## src/rtl/esl_pkg.sv

```systemverilog
package esl_pkg;
   // Syndrome word 0 bit positions (software decodes these)
   localparam int W0_FIRST   = 62;
   localparam int W0_MULT    = 59;
   localparam int W0_CNT_LO  = 43;
   localparam int W0_SET_LO  = 8;
   localparam int W0_OVF     = 7;
   localparam int W0_MATCH   = 6;
   localparam int W0_TYPE_LO = 4;
   localparam int W0_PAR     = 3;
   // Syndrome word 1 bit positions
   localparam int W1_SRC_LO  = 48;
   localparam int W1_OP_LO   = 44;
   // Field width ceilings implied by the layout
   localparam int MAX_ADDR_W = 44;
   localparam int MAX_SRC_W  = 7;
   localparam int MAX_SET_W  = 12;
   localparam int MAX_CNT_W  = 16;

   typedef enum logic [2:0] {
      UE_NONE     = 3'b000,
      UE_DATA_DBE = 3'b100,
      UE_TAG_DBE  = 3'b101,
      UE_SF_DBE   = 3'b110,
      UE_SLV_ERR  = 3'b111
   } ue_code_e;

   typedef enum logic [1:0] {
      CE_DATA = 2'b00,
      CE_TAG  = 2'b01,
      CE_SF   = 2'b10,
      CE_BAD  = 2'b11
   } ce_type_e;
endpackage

```

## src/rtl/esl_first_rec.sv

```systemverilog
module esl_first_rec
   import esl_pkg::*;
#(
   parameter int ADDR_W = 44,
   parameter int SRC_W  = 7
) (
   input  logic              clk,
   input  logic              rst_n,
   input  logic              en,
   input  logic              ue_valid,
   input  logic [2:0]        ue_code,
   input  logic [ADDR_W-1:0] ue_addr,
   input  logic              par_valid,
   input  logic [ADDR_W-1:0] par_addr,
   input  logic [SRC_W-1:0]  par_srcid,
   input  logic [1:0]        par_optype,
   input  logic              clr_first,
   input  logic              clr_mult,
   output logic              rec_vld,
   output logic              rec_mult,
   output logic [2:0]        rec_code,
   output logic              rec_par,
   output logic [ADDR_W-1:0] rec_addr,
   output logic [SRC_W-1:0]  rec_srcid,
   output logic [1:0]        rec_optype
);
   logic ue_ok, par_ok, held, any_ev, both_ev, capture;

   always_comb begin
      ue_ok   = en & ue_valid & ue_code[2];
      par_ok  = en & par_valid;
      held    = rec_vld & ~clr_first;
      any_ev  = ue_ok | par_ok;
      both_ev = ue_ok & par_ok;
      capture = any_ev & ~held;
   end

   always_ff @(posedge clk or negedge rst_n) begin
      if (!rst_n) begin
         rec_vld    <= 1'b0;
         rec_mult   <= 1'b0;
         rec_code   <= UE_NONE;
         rec_par    <= 1'b0;
         rec_addr   <= '0;
         rec_srcid  <= '0;
         rec_optype <= '0;
      end else begin
         rec_vld  <= held | any_ev;
         rec_mult <= (rec_mult & ~clr_mult) | (any_ev & held) | (both_ev & ~held);
         if (capture) begin
            if (ue_ok) begin
               rec_code   <= ue_code;
               rec_par    <= 1'b0;
               rec_addr   <= (ue_code == UE_SLV_ERR) ? '0 : ue_addr;
               rec_srcid  <= '0;
               rec_optype <= '0;
            end else begin
               rec_code   <= UE_NONE;
               rec_par    <= 1'b1;
               rec_addr   <= par_addr;
               rec_srcid  <= par_srcid;
               rec_optype <= par_optype;
            end
         end
      end
   end

   // a held record stays put until software clears it
   a_r4_record_held: assert property (@(posedge clk) disable iff (!rst_n)
      (rec_vld && !clr_first) |=> (rec_vld && $stable(rec_addr) && $stable(rec_code) && $stable(rec_par)));

   // the multiple-errors flag is sticky without a clear
   a_r4_mult_sticky: assert property (@(posedge clk) disable iff (!rst_n)
      (rec_mult && !clr_mult) |=> rec_mult);

   // a clear with no event drops first-valid
   a_r6_clear_first: assert property (@(posedge clk) disable iff (!rst_n)
      (clr_first && !ue_valid && !par_valid) |=> !rec_vld);
endmodule

```

## src/rtl/esl_ce_count.sv

```systemverilog
module esl_ce_count
   import esl_pkg::*;
#(
   parameter int SET_W = 12,
   parameter int CNT_W = 16
) (
   input  logic             clk,
   input  logic             rst_n,
   input  logic             en,
   input  logic             ce_valid,
   input  logic [1:0]       ce_type,
   input  logic [SET_W-1:0] ce_set,
   output logic [CNT_W-1:0] cnt,
   output logic             ovf,
   output logic             match,
   output logic [1:0]       cnt_type,
   output logic [SET_W-1:0] cnt_set
);
   localparam logic [CNT_W-1:0] CNT_MAX = {CNT_W{1'b1}};

   logic ok, fresh, at_max, same;

   always_comb begin
      ok     = en & ce_valid & (ce_type != CE_BAD);
      fresh  = (cnt == '0) & ~ovf;
      at_max = (cnt == CNT_MAX);
      same   = (cnt_type == ce_type) & (cnt_set == ce_set);
   end

   always_ff @(posedge clk or negedge rst_n) begin
      if (!rst_n) begin
         cnt      <= '0;
         ovf      <= 1'b0;
         match    <= 1'b0;
         cnt_type <= CE_DATA;
         cnt_set  <= '0;
      end else if (ok) begin
         if (at_max) ovf <= 1'b1;
         else        cnt <= cnt + 1'b1;
         if (fresh) begin
            match    <= 1'b1;
            cnt_type <= ce_type;
            cnt_set  <= ce_set;
         end else if (!same) begin
            match    <= 1'b0;
            cnt_type <= ce_type;
            cnt_set  <= ce_set;
         end
      end
   end

   // an accepted event below the ceiling steps the count by one
   a_r7_count_step: assert property (@(posedge clk) disable iff (!rst_n)
      (en && ce_valid && ce_type != CE_BAD && cnt != CNT_MAX) |=> (cnt == $past(cnt) + 1'b1));

   // at the ceiling the count holds and overflow rises
   a_r9_saturate: assert property (@(posedge clk) disable iff (!rst_n)
      (en && ce_valid && ce_type != CE_BAD && cnt == CNT_MAX) |=> (cnt == CNT_MAX && ovf));

   // overflow is sticky
   a_r9_ovf_sticky: assert property (@(posedge clk) disable iff (!rst_n)
      ovf |=> ovf);

   // type 11 leaves the counter untouched
   a_r10_bad_type: assert property (@(posedge clk) disable iff (!rst_n)
      (ce_valid && ce_type == CE_BAD) |=> ($stable(cnt) && $stable(match)));
endmodule

```

## src/rtl/err_syndrome_logger.sv

```systemverilog
module err_syndrome_logger
   import esl_pkg::*;
#(
   parameter int ADDR_W  = 44,
   parameter int SRC_W   = 7,
   parameter int SET_W   = 12,
   parameter int CNT_W   = 16,
   parameter bit IRQ_REG = 1'b0
) (
   input  logic              clk,
   input  logic              rst_n,
   input  logic              report_en,
   input  logic              ue_valid,
   input  logic [2:0]        ue_code,
   input  logic [ADDR_W-1:0] ue_addr,
   input  logic              par_valid,
   input  logic [ADDR_W-1:0] par_addr,
   input  logic [SRC_W-1:0]  par_srcid,
   input  logic [1:0]        par_optype,
   input  logic              ce_valid,
   input  logic [1:0]        ce_type,
   input  logic [SET_W-1:0]  ce_set,
   input  logic              clr_wr,
   input  logic [63:0]       clr_data,
   input  logic              rd_sel,
   output logic [63:0]       rd_data,
   output logic              irq
);
   if (ADDR_W < 1 || ADDR_W > MAX_ADDR_W) begin : g_bad_addr
      $error("ADDR_W out of range for the syndrome layout");
   end
   if (SRC_W < 1 || SRC_W > MAX_SRC_W) begin : g_bad_src
      $error("SRC_W out of range for the syndrome layout");
   end
   if (SET_W < 1 || SET_W > MAX_SET_W) begin : g_bad_set
      $error("SET_W out of range for the syndrome layout");
   end
   if (CNT_W < 2 || CNT_W > MAX_CNT_W) begin : g_bad_cnt
      $error("CNT_W out of range for the syndrome layout");
   end

   logic              clr_first, clr_mult;
   logic              rec_vld, rec_mult, rec_par;
   logic [2:0]        rec_code;
   logic [ADDR_W-1:0] rec_addr;
   logic [SRC_W-1:0]  rec_srcid;
   logic [1:0]        rec_optype;
   logic [CNT_W-1:0]  cnt;
   logic              ovf, match;
   logic [1:0]        cnt_type;
   logic [SET_W-1:0]  cnt_set;
   logic [63:0]       word0, word1;

   assign clr_first = clr_wr & clr_data[W0_FIRST];
   assign clr_mult  = clr_wr & clr_data[W0_MULT];

   esl_first_rec #(.ADDR_W(ADDR_W), .SRC_W(SRC_W)) u_rec (
      .clk(clk), .rst_n(rst_n), .en(report_en),
      .ue_valid(ue_valid), .ue_code(ue_code), .ue_addr(ue_addr),
      .par_valid(par_valid), .par_addr(par_addr),
      .par_srcid(par_srcid), .par_optype(par_optype),
      .clr_first(clr_first), .clr_mult(clr_mult),
      .rec_vld(rec_vld), .rec_mult(rec_mult), .rec_code(rec_code),
      .rec_par(rec_par), .rec_addr(rec_addr),
      .rec_srcid(rec_srcid), .rec_optype(rec_optype)
   );

   esl_ce_count #(.SET_W(SET_W), .CNT_W(CNT_W)) u_ce (
      .clk(clk), .rst_n(rst_n), .en(report_en),
      .ce_valid(ce_valid), .ce_type(ce_type), .ce_set(ce_set),
      .cnt(cnt), .ovf(ovf), .match(match),
      .cnt_type(cnt_type), .cnt_set(cnt_set)
   );

   always_comb begin
      word0 = '0;
      word0[W0_FIRST]              = rec_vld;
      word0[W0_MULT]               = rec_mult;
      word0[W0_CNT_LO +: CNT_W]    = cnt;
      word0[W0_SET_LO +: SET_W]    = cnt_set;
      word0[W0_OVF]                = ovf;
      word0[W0_MATCH]              = match;
      word0[W0_TYPE_LO +: 2]       = cnt_type;
      word0[W0_PAR]                = rec_par;
      word0[2:0]                   = rec_code;
      word1 = '0;
      word1[W1_SRC_LO +: SRC_W]    = rec_srcid;
      word1[W1_OP_LO +: 2]         = rec_optype;
      word1[ADDR_W-1:0]            = rec_addr;
      rd_data = rd_sel ? word1 : word0;
   end

   if (IRQ_REG) begin : g_irq_flop
      always_ff @(posedge clk or negedge rst_n) begin
         if (!rst_n) irq <= 1'b0;
         else        irq <= rec_vld & report_en;
      end
   end else begin : g_irq_comb
      assign irq = rec_vld & report_en;
   end

   // masked cycles without a clear cannot raise first-valid
   a_r11_mask_quiet: assert property (@(posedge clk) disable iff (!rst_n)
      (!report_en && !clr_wr && !rec_vld) |=> !rec_vld);

   // corrected events alone never raise first-valid
   a_r12_ce_isolated: assert property (@(posedge clk) disable iff (!rst_n)
      (!ue_valid && !par_valid && !rec_vld) |=> !rec_vld);
endmodule

```

## config.mk

```make
export PLATFORM = sky130hd
export DESIGN_NAME = err_syndrome_logger
export DESIGN_NICKNAME = d
export VERILOG_FILES = /design/src/rtl/esl_pkg.sv /design/src/rtl/esl_first_rec.sv /design/src/rtl/esl_ce_count.sv /design/src/rtl/err_syndrome_logger.sv
export SDC_FILE = /design/constraint.sdc
export NUM_CORES = 1
export LEC_CHECK = 0
export BUFFER_PORTS_ARGS = -buffer_cell sky130_fd_sc_hd__buf_2
export CORE_MARGIN = 8
export CORE_UTILIZATION = 40
export DETAILED_ROUTE_END_ITERATION = 12
export GPL_ROUTABILITY_DRIVEN = 0
export PLACE_DENSITY = 0.76
export SLEW_MARGIN = 20
export SYNTH_ARGS = -nofsm -noshare
export SYNTH_HDL_FRONTEND = slang
export SYNTH_SLANG_ARGS = --single-unit
```

## constraint.sdc

```tcl
create_clock -name clk -period 1.95 [get_ports clk]
set_clock_uncertainty 0.2 [all_clocks]
set_input_delay 0.39 -clock clk [delete_from_list [all_inputs] [get_ports clk]]
set_output_delay 0.39 -clock clk [all_outputs]
set_load 0.005 [all_outputs]
```

# After elaboration in Yosys (flattened, before gate mapping)
# Cells that the tools add are included.
[op_classes] n_bitwise=25 muxes=13 n_eq_ne=6 addsub=1 n_reduce_logical=4
[ops] cell="44-bit 2-to-1 mux" count=2
[ops] cell="63-bit 2-to-1 mux" count=1
[ops] cell="12-bit 2-to-1 mux" count=2
[ops] cell="16-bit by 1-bit adder with 16-bit output (second input constant)" count=1
[ops] cell="1-bit AND" count=16
[ops] cell="16-bit equality test (second input constant)" count=1
[ops] cell="16-bit logical NOT" count=1
[ops] cell="12-bit equality test" count=1
[ops] cell="7-bit 2-to-1 mux" count=1
[ops] cell="2-bit 2-to-1 mux" count=3
[ops] cell="2-bit AND reduction" count=3
[ops] cell="1-bit NOT" count=5
[ops] cell="1-bit OR" count=4
[ops] cell="3-bit equality test (second input constant)" count=1
[ops] cell="1-bit 2-to-1 mux" count=3
[ops] cell="3-bit 2-to-1 mux" count=1
[ops] cell="2-bit equality test" count=1
[ops] cell="2-bit by 1-bit != test with 1-bit output (second input constant)" count=1
[ops] cell="2-bit != test (second input constant)" count=1
[word_totals] inputBits=186 wordCells=61 out_inout_bits=65 register_bits=91

# Depth between registers and ports, before layout
[logic_depth] word_depth=6 depth_mapped=7 mapped_depth_nobuf=6

# Modules after synthesis
# From an unflattened synthesis, not the netlist that was laid out.
[unflattened] hier_cells=518 hier_area_um2=5406.4
[modules_own_cells] mod="esl_first_rec" seq_area_each_um2=1476.4 n_inst=1 cells_each=315 area_each_um2=3054.2
[modules_own_cells] mod="esl_ce_count" seq_area_each_um2=800.8 n_inst=1 cells_each=128 area_each_um2=1580.3
[modules_own_cells] mod="err_syndrome_logger" seq_area_each_um2=0.0 n_inst=1 cells_each=75 area_each_um2=772.0

# Least setup slack after synthesis
# Ideal clock, no wire load.
[synth_timing] kind="register to register" start="reg u_ce.cnt[0]" end="reg u_ce.cnt_set[1]" required_time_ns=1.625 setup_ns=0.125 stages_incl_launch_ff=8 path_slack_ns=-0.123 t_arrival_ns=1.748 cell_sequence="dfrtp_1 inv_1 ha_1 nor4b_1 nand4_1 a21oi_2 buf_6 mux2_2"
[synth_between] elab_chain_cells=4 word_cells_on_any_way=5 classes_between="eq/ne (1); mux (1); bitwise (1); reduce/logical (2)"
[synth_rtl] item="start, declared" line_no="esl_ce_count.sv:13" source="output logic [CNT_W-1:0] cnt,"
[synth_rtl] item="start signal, assigned" line_no="esl_ce_count.sv:39" source="else cnt <= cnt + 1'b1;"
[synth_rtl] item="16-bit logical NOT *" line_no="esl_ce_count.sv:25" source="fresh = (cnt == '0) & ~ovf;"
[synth_rtl] item="1-bit AND *" line_no="esl_ce_count.sv:25"
[synth_rtl] item="2-bit by 1-bit != test with 1-bit output (no line)"
[synth_rtl] item="2-bit AND reduction (no line)"
[synth_rtl] item="end signal, assigned" line_no="esl_ce_count.sv:43" source="cnt_set <= ce_set;"
[synth_rtl] item="end signal, assigned" line_no="esl_ce_count.sv:47" source="cnt_set <= ce_set;"
[synth_rtl] item="end, declared" line_no="esl_ce_count.sv:17" source="output logic [SET_W-1:0] cnt_set"
# Mark *: on every way between the ends. The rest lies on a longest branch, timed or not.
# A chain may end at the register's enable or synchronous reset.

# Worst setup path after layout
[layout_timing] start="reg u_ce.cnt[2]" end="reg u_ce.cnt_set[2]"
# The elaborated chain is that of the path after synthesis.

==> results.sh <==
export IMPL_first_pass_iters=6
export IMPL_grt_use_met3_pct=7.18
export IMPL_crit_type="reg -> reg"
export IMPL_hold_start="par_srcid[6]"
export IMPL_grtUsageMet1_pct=20.8
export IMPL_start_util_pct=40.3
export IMPL_clk_path_buf_depth=2
export IMPL_hold_class="in -> reg"
export IMPL_slew_viol_final=0
export IMPL_synth_distinct_cells=38
export IMPL_cp_end_kind="flip-flop"
export IMPL_detail_route_antenna_nets=0
export IMPL_startpoint_type="flip-flop"
export IMPL_io_pins=251
export IMPL_final_nets=823
export IMPL_violations="negative setup slack"
export IMPL_cp_startpoint="u_ce.cnt[2]$_DFFE_PN0P_"
export IMPL_drt_iter0_markers=307
export IMPL_antenna_found_initial=3
export IMPL_drv_cap=0
export IMPL_viasPerCell=5.32
export IMPL_post_drt_wl_per_cell_um=18.4
export IMPL_die_y_um=122
export IMPL_critPathRequiredTime_ns=1.97
export IMPL_grt_overflow_total=0
export IMPL_ys_ff_latch=91
export IMPL_cts_inserted_buffers=9
export IMPL_min_period_ns=2.06
export IMPL_powerDensity_mw_per_mm2=902
export IMPL_finalCritPeriodShare_pct=106
export IMPL_top_usage_layer="met2"
export IMPL_synth_top_cell_area_share_pct=50.3
export IMPL_insertedDiodeCount=0
export IMPL_ys_async_sr_fraction_pct=100
export IMPL_wirelength_um=14400
export IMPL_portBuffers=185
export IMPL_clock_fmax_mhz=484
export IMPL_fill_cells=928
export IMPL_r2r_end="u_ce.cnt_set[2]$_DFFE_PN0P_"
export IMPL_yosysTopAreaCell="dfrtp_1"
export IMPL_worst_slack_ns=-0.114
export IMPL_yosysMostFrequentCell="dfrtp_1"
export IMPL_grt_pass1_wl_um=22000
export IMPL_cp_endpoint="u_ce.cnt_set[2]$_DFFE_PN0P_"
export IMPL_final_layout_size_suffix_gt1_share_pct=51.9
export IMPL_use_met2_pct=32.3
export IMPL_cts_sinks=91
export IMPL_hold_viol=0
export IMPL_vias=4163
export IMPL_crit_arrival_ns=2.09
export IMPL_ir_worst_vdd_mv=0.528
export IMPL_dpl_hpwl_um=10600
export IMPL_die_area_mm2=0.0150
export IMPL_root_buffer="clkbuf_16"
export IMPL_crit_fanout=7
export IMPL_total_power_mw=5.94
export IMPL_grt_start_max_net_pins=92
export IMPL_area_growth_pct=45.5
export IMPL_setup_viol=14
export IMPL_grt_use_total_pct=18.8
export IMPL_syn_avg_cell_area_um2=11.3
export IMPL_clkTransAtPathRegs_ns=0.06
export IMPL_outcome="complete, but fails checks"
export IMPL_finalSetupTns_ns=-1.37
export IMPL_drcViolationCount=0
export IMPL_rr_worst_depth=5
export IMPL_rrSetupSlack_ns=-0.11
export IMPL_timing_rr_start="u_ce.cnt[2]$_DFFE_PN0P_"
export IMPL_power_leakage_nw=3.58
export IMPL_ys_flop_type="dfrtp_1"
export IMPL_core_area_mm2=0.0112
export IMPL_syn_area_mm2=0.00453
export IMPL_grt_setup_unrepaired="true"
export IMPL_tritoncts="done"
export IMPL_synth_edf_count=0
export IMPL_synth_cells=401
export IMPL_dp_slack_ns=-0.526
export IMPL_synth_top_cells_by_count="91 x dfrtp_1, 50 x inv_1, 44 x a222oi_1"
export IMPL_htree_levels=3
export IMPL_yosysSeqAreaShare_pct=50.3
export IMPL_grt_pass1_vias=4542
export IMPL_synthTopCellsByArea="dfrtp_1 50%, mux2_2 11%, a222oi_1 9.7%"
export IMPL_fp_row_count=39
export IMPL_synth_warning_count=0
export IMPL_die_w_um=122
export IMPL_clk_latency_ns=0.34
critical path, cell delays in order (launching register included):
cell,delay (ns)
dfrtp_1,0.42
nor4_2,0.33
nand4_1,0.24
a21oi_4,0.26
clkbuf_16,0.20
mux2_4,0.30
sequential cells by signal, indices dropped and copies added (netlist names):
| name | count |
|---|---|
| u_rec.rec_optype | 2 |
| u_ce.ovf | 1 |
| u_ce.cnt_set | 12 |
| u_rec.rec_par | 1 |
| u_ce.match | 1 |
| u_rec.rec_srcid | 7 |
| u_ce.cnt_type | 2 |
| u_rec.rec_code | 3 |
| u_rec.rec_addr | 44 |
| u_ce.cnt | 16 |
| u_rec.rec_mult | 1 |
| u_rec.rec_vld | 1 |
layout make-up:
type	count	area [um^2]	share of cell area, %
Clock buffer	13	280	4.26
Clock inverter	3	18.8	0.285
Inverter	50	188	2.85
Multi-Input combinational cell	233	2100	31.9
Sequential cell	91	2280	34.6
Tap cell	143	179	2.72
Timing Repair Buffer	250	1540	23.4
power by group:
group	switching, mW	leakage, nW	internal [mW]
registers	0.231	1.15	2.25
logic	0.756	2.28	0.986
clock network	0.710	0.152	1.00
cells by family (layout without fill, tap and decap cells):
| kind of cell | count (synthesis) | after routing | share of synthesized area, % |
|---|---|---|---|
| flops | 91 | 91 | 50.3 |
| xor+xnor | 25 | 25 | 4.84 |
| simple gates | 86 | 86 | 11.3 |
| buf+inv | 79 | 316 | 7.22 |
| compound gates | 73 | 73 | 14.8 |
| mux | 43 | 43 | 10.7 |
| other cells | 1 | 3 | 0.0829 |
| fa+ha+maj | 3 | 3 | 0.774 |
how the worst min path moves through the flow:
stage | cells after the start | to | slack (ns)
2_1_floorplan | 0 | u_ce.cnt[0]$_DFFE_PN0P_ | -0.11
3_3_place_gp | 1 | u_rec.rec_par$_DFFE_PN0P_ | 0.26
3_5_place_dp | 2 | u_rec.rec_addr[40]$_DFFE_PN0P_ | 0.27
4_1_cts | 2 | u_rec.rec_srcid[6]$_DFFE_PN0P_ | 0.07
5_1_grt | 2 | u_rec.rec_srcid[6]$_DFFE_PN0P_ | 0.06
6_report | 2 | u_rec.rec_srcid[6]$_DFFE_PN0P_ | 0.07
what timing repair did:
| item | 4_1_cts | 5_1_grt |
|---|---|---|
| cloned | 0 | 1 |
| gates resized for setup | 5 | 30 |
| hold buffers | 1 | 0 |
| setup buffers | 2 | 1 |
| pin swaps | 5 | 8 |
| endpoints found under the setup margin | 16 | 54 |
| hold endpoints to repair | 91 | 0 |
metal layers:
metal  wire length [um]  up-vias  share of wire [%]
li1                   -     1931                  -
met1               5520     2015                 38
met2               7330      186                 51
met3               1300       25                9.0
met4                202        6                1.4
met5                 31        -               0.22
placed cells by master, fill, tap and decap left out, types with 3 or more instances in the layout:
cell type	synthesis	routed
xnor2_1	22	22
a222oi_1	44	44
o21ai_0	7	5
buf_4	3	53
and2_1	26	25
nand4_1	10	10
and3_1	4	3
xor2_1	3	3
nand2_1	13	13
mux2_4	0	14
nor2b_1	7	7
a21o_1	3	3
nor2_1	5	4
buf_12	0	7
nor4_2	1	3
nand3_1	4	4
clkbuf_8	0	4
inv_1	50	47
buf_2	9	184
inv_2	0	3
dfrtp_1	91	91
buf_6	1	4
clkbuf_16	0	10
nor3_1	4	3
a22o_1	12	12
mux2_2	43	29
conb_1	1	3
through the flow:
stage / cells / utilization, % / cell area (um^2) / hold WS (ns)
6_report: 783 / 58.7 / 6590 / 0.0746
2_1_floorplan: 403 / - / 4560 / -0.106
5_1_grt: 783 / 58.7 / 6590 / 0.0637
3_3_place_gp: 762 / 54.0 / 6060 / 0.259
3_5_place_dp: 762 / 54.0 / 6060 / 0.271
4_1_cts: 781 / 57.3 / 6430 / 0.0657
No activity file was read; power rests on OpenSTA's default activity.
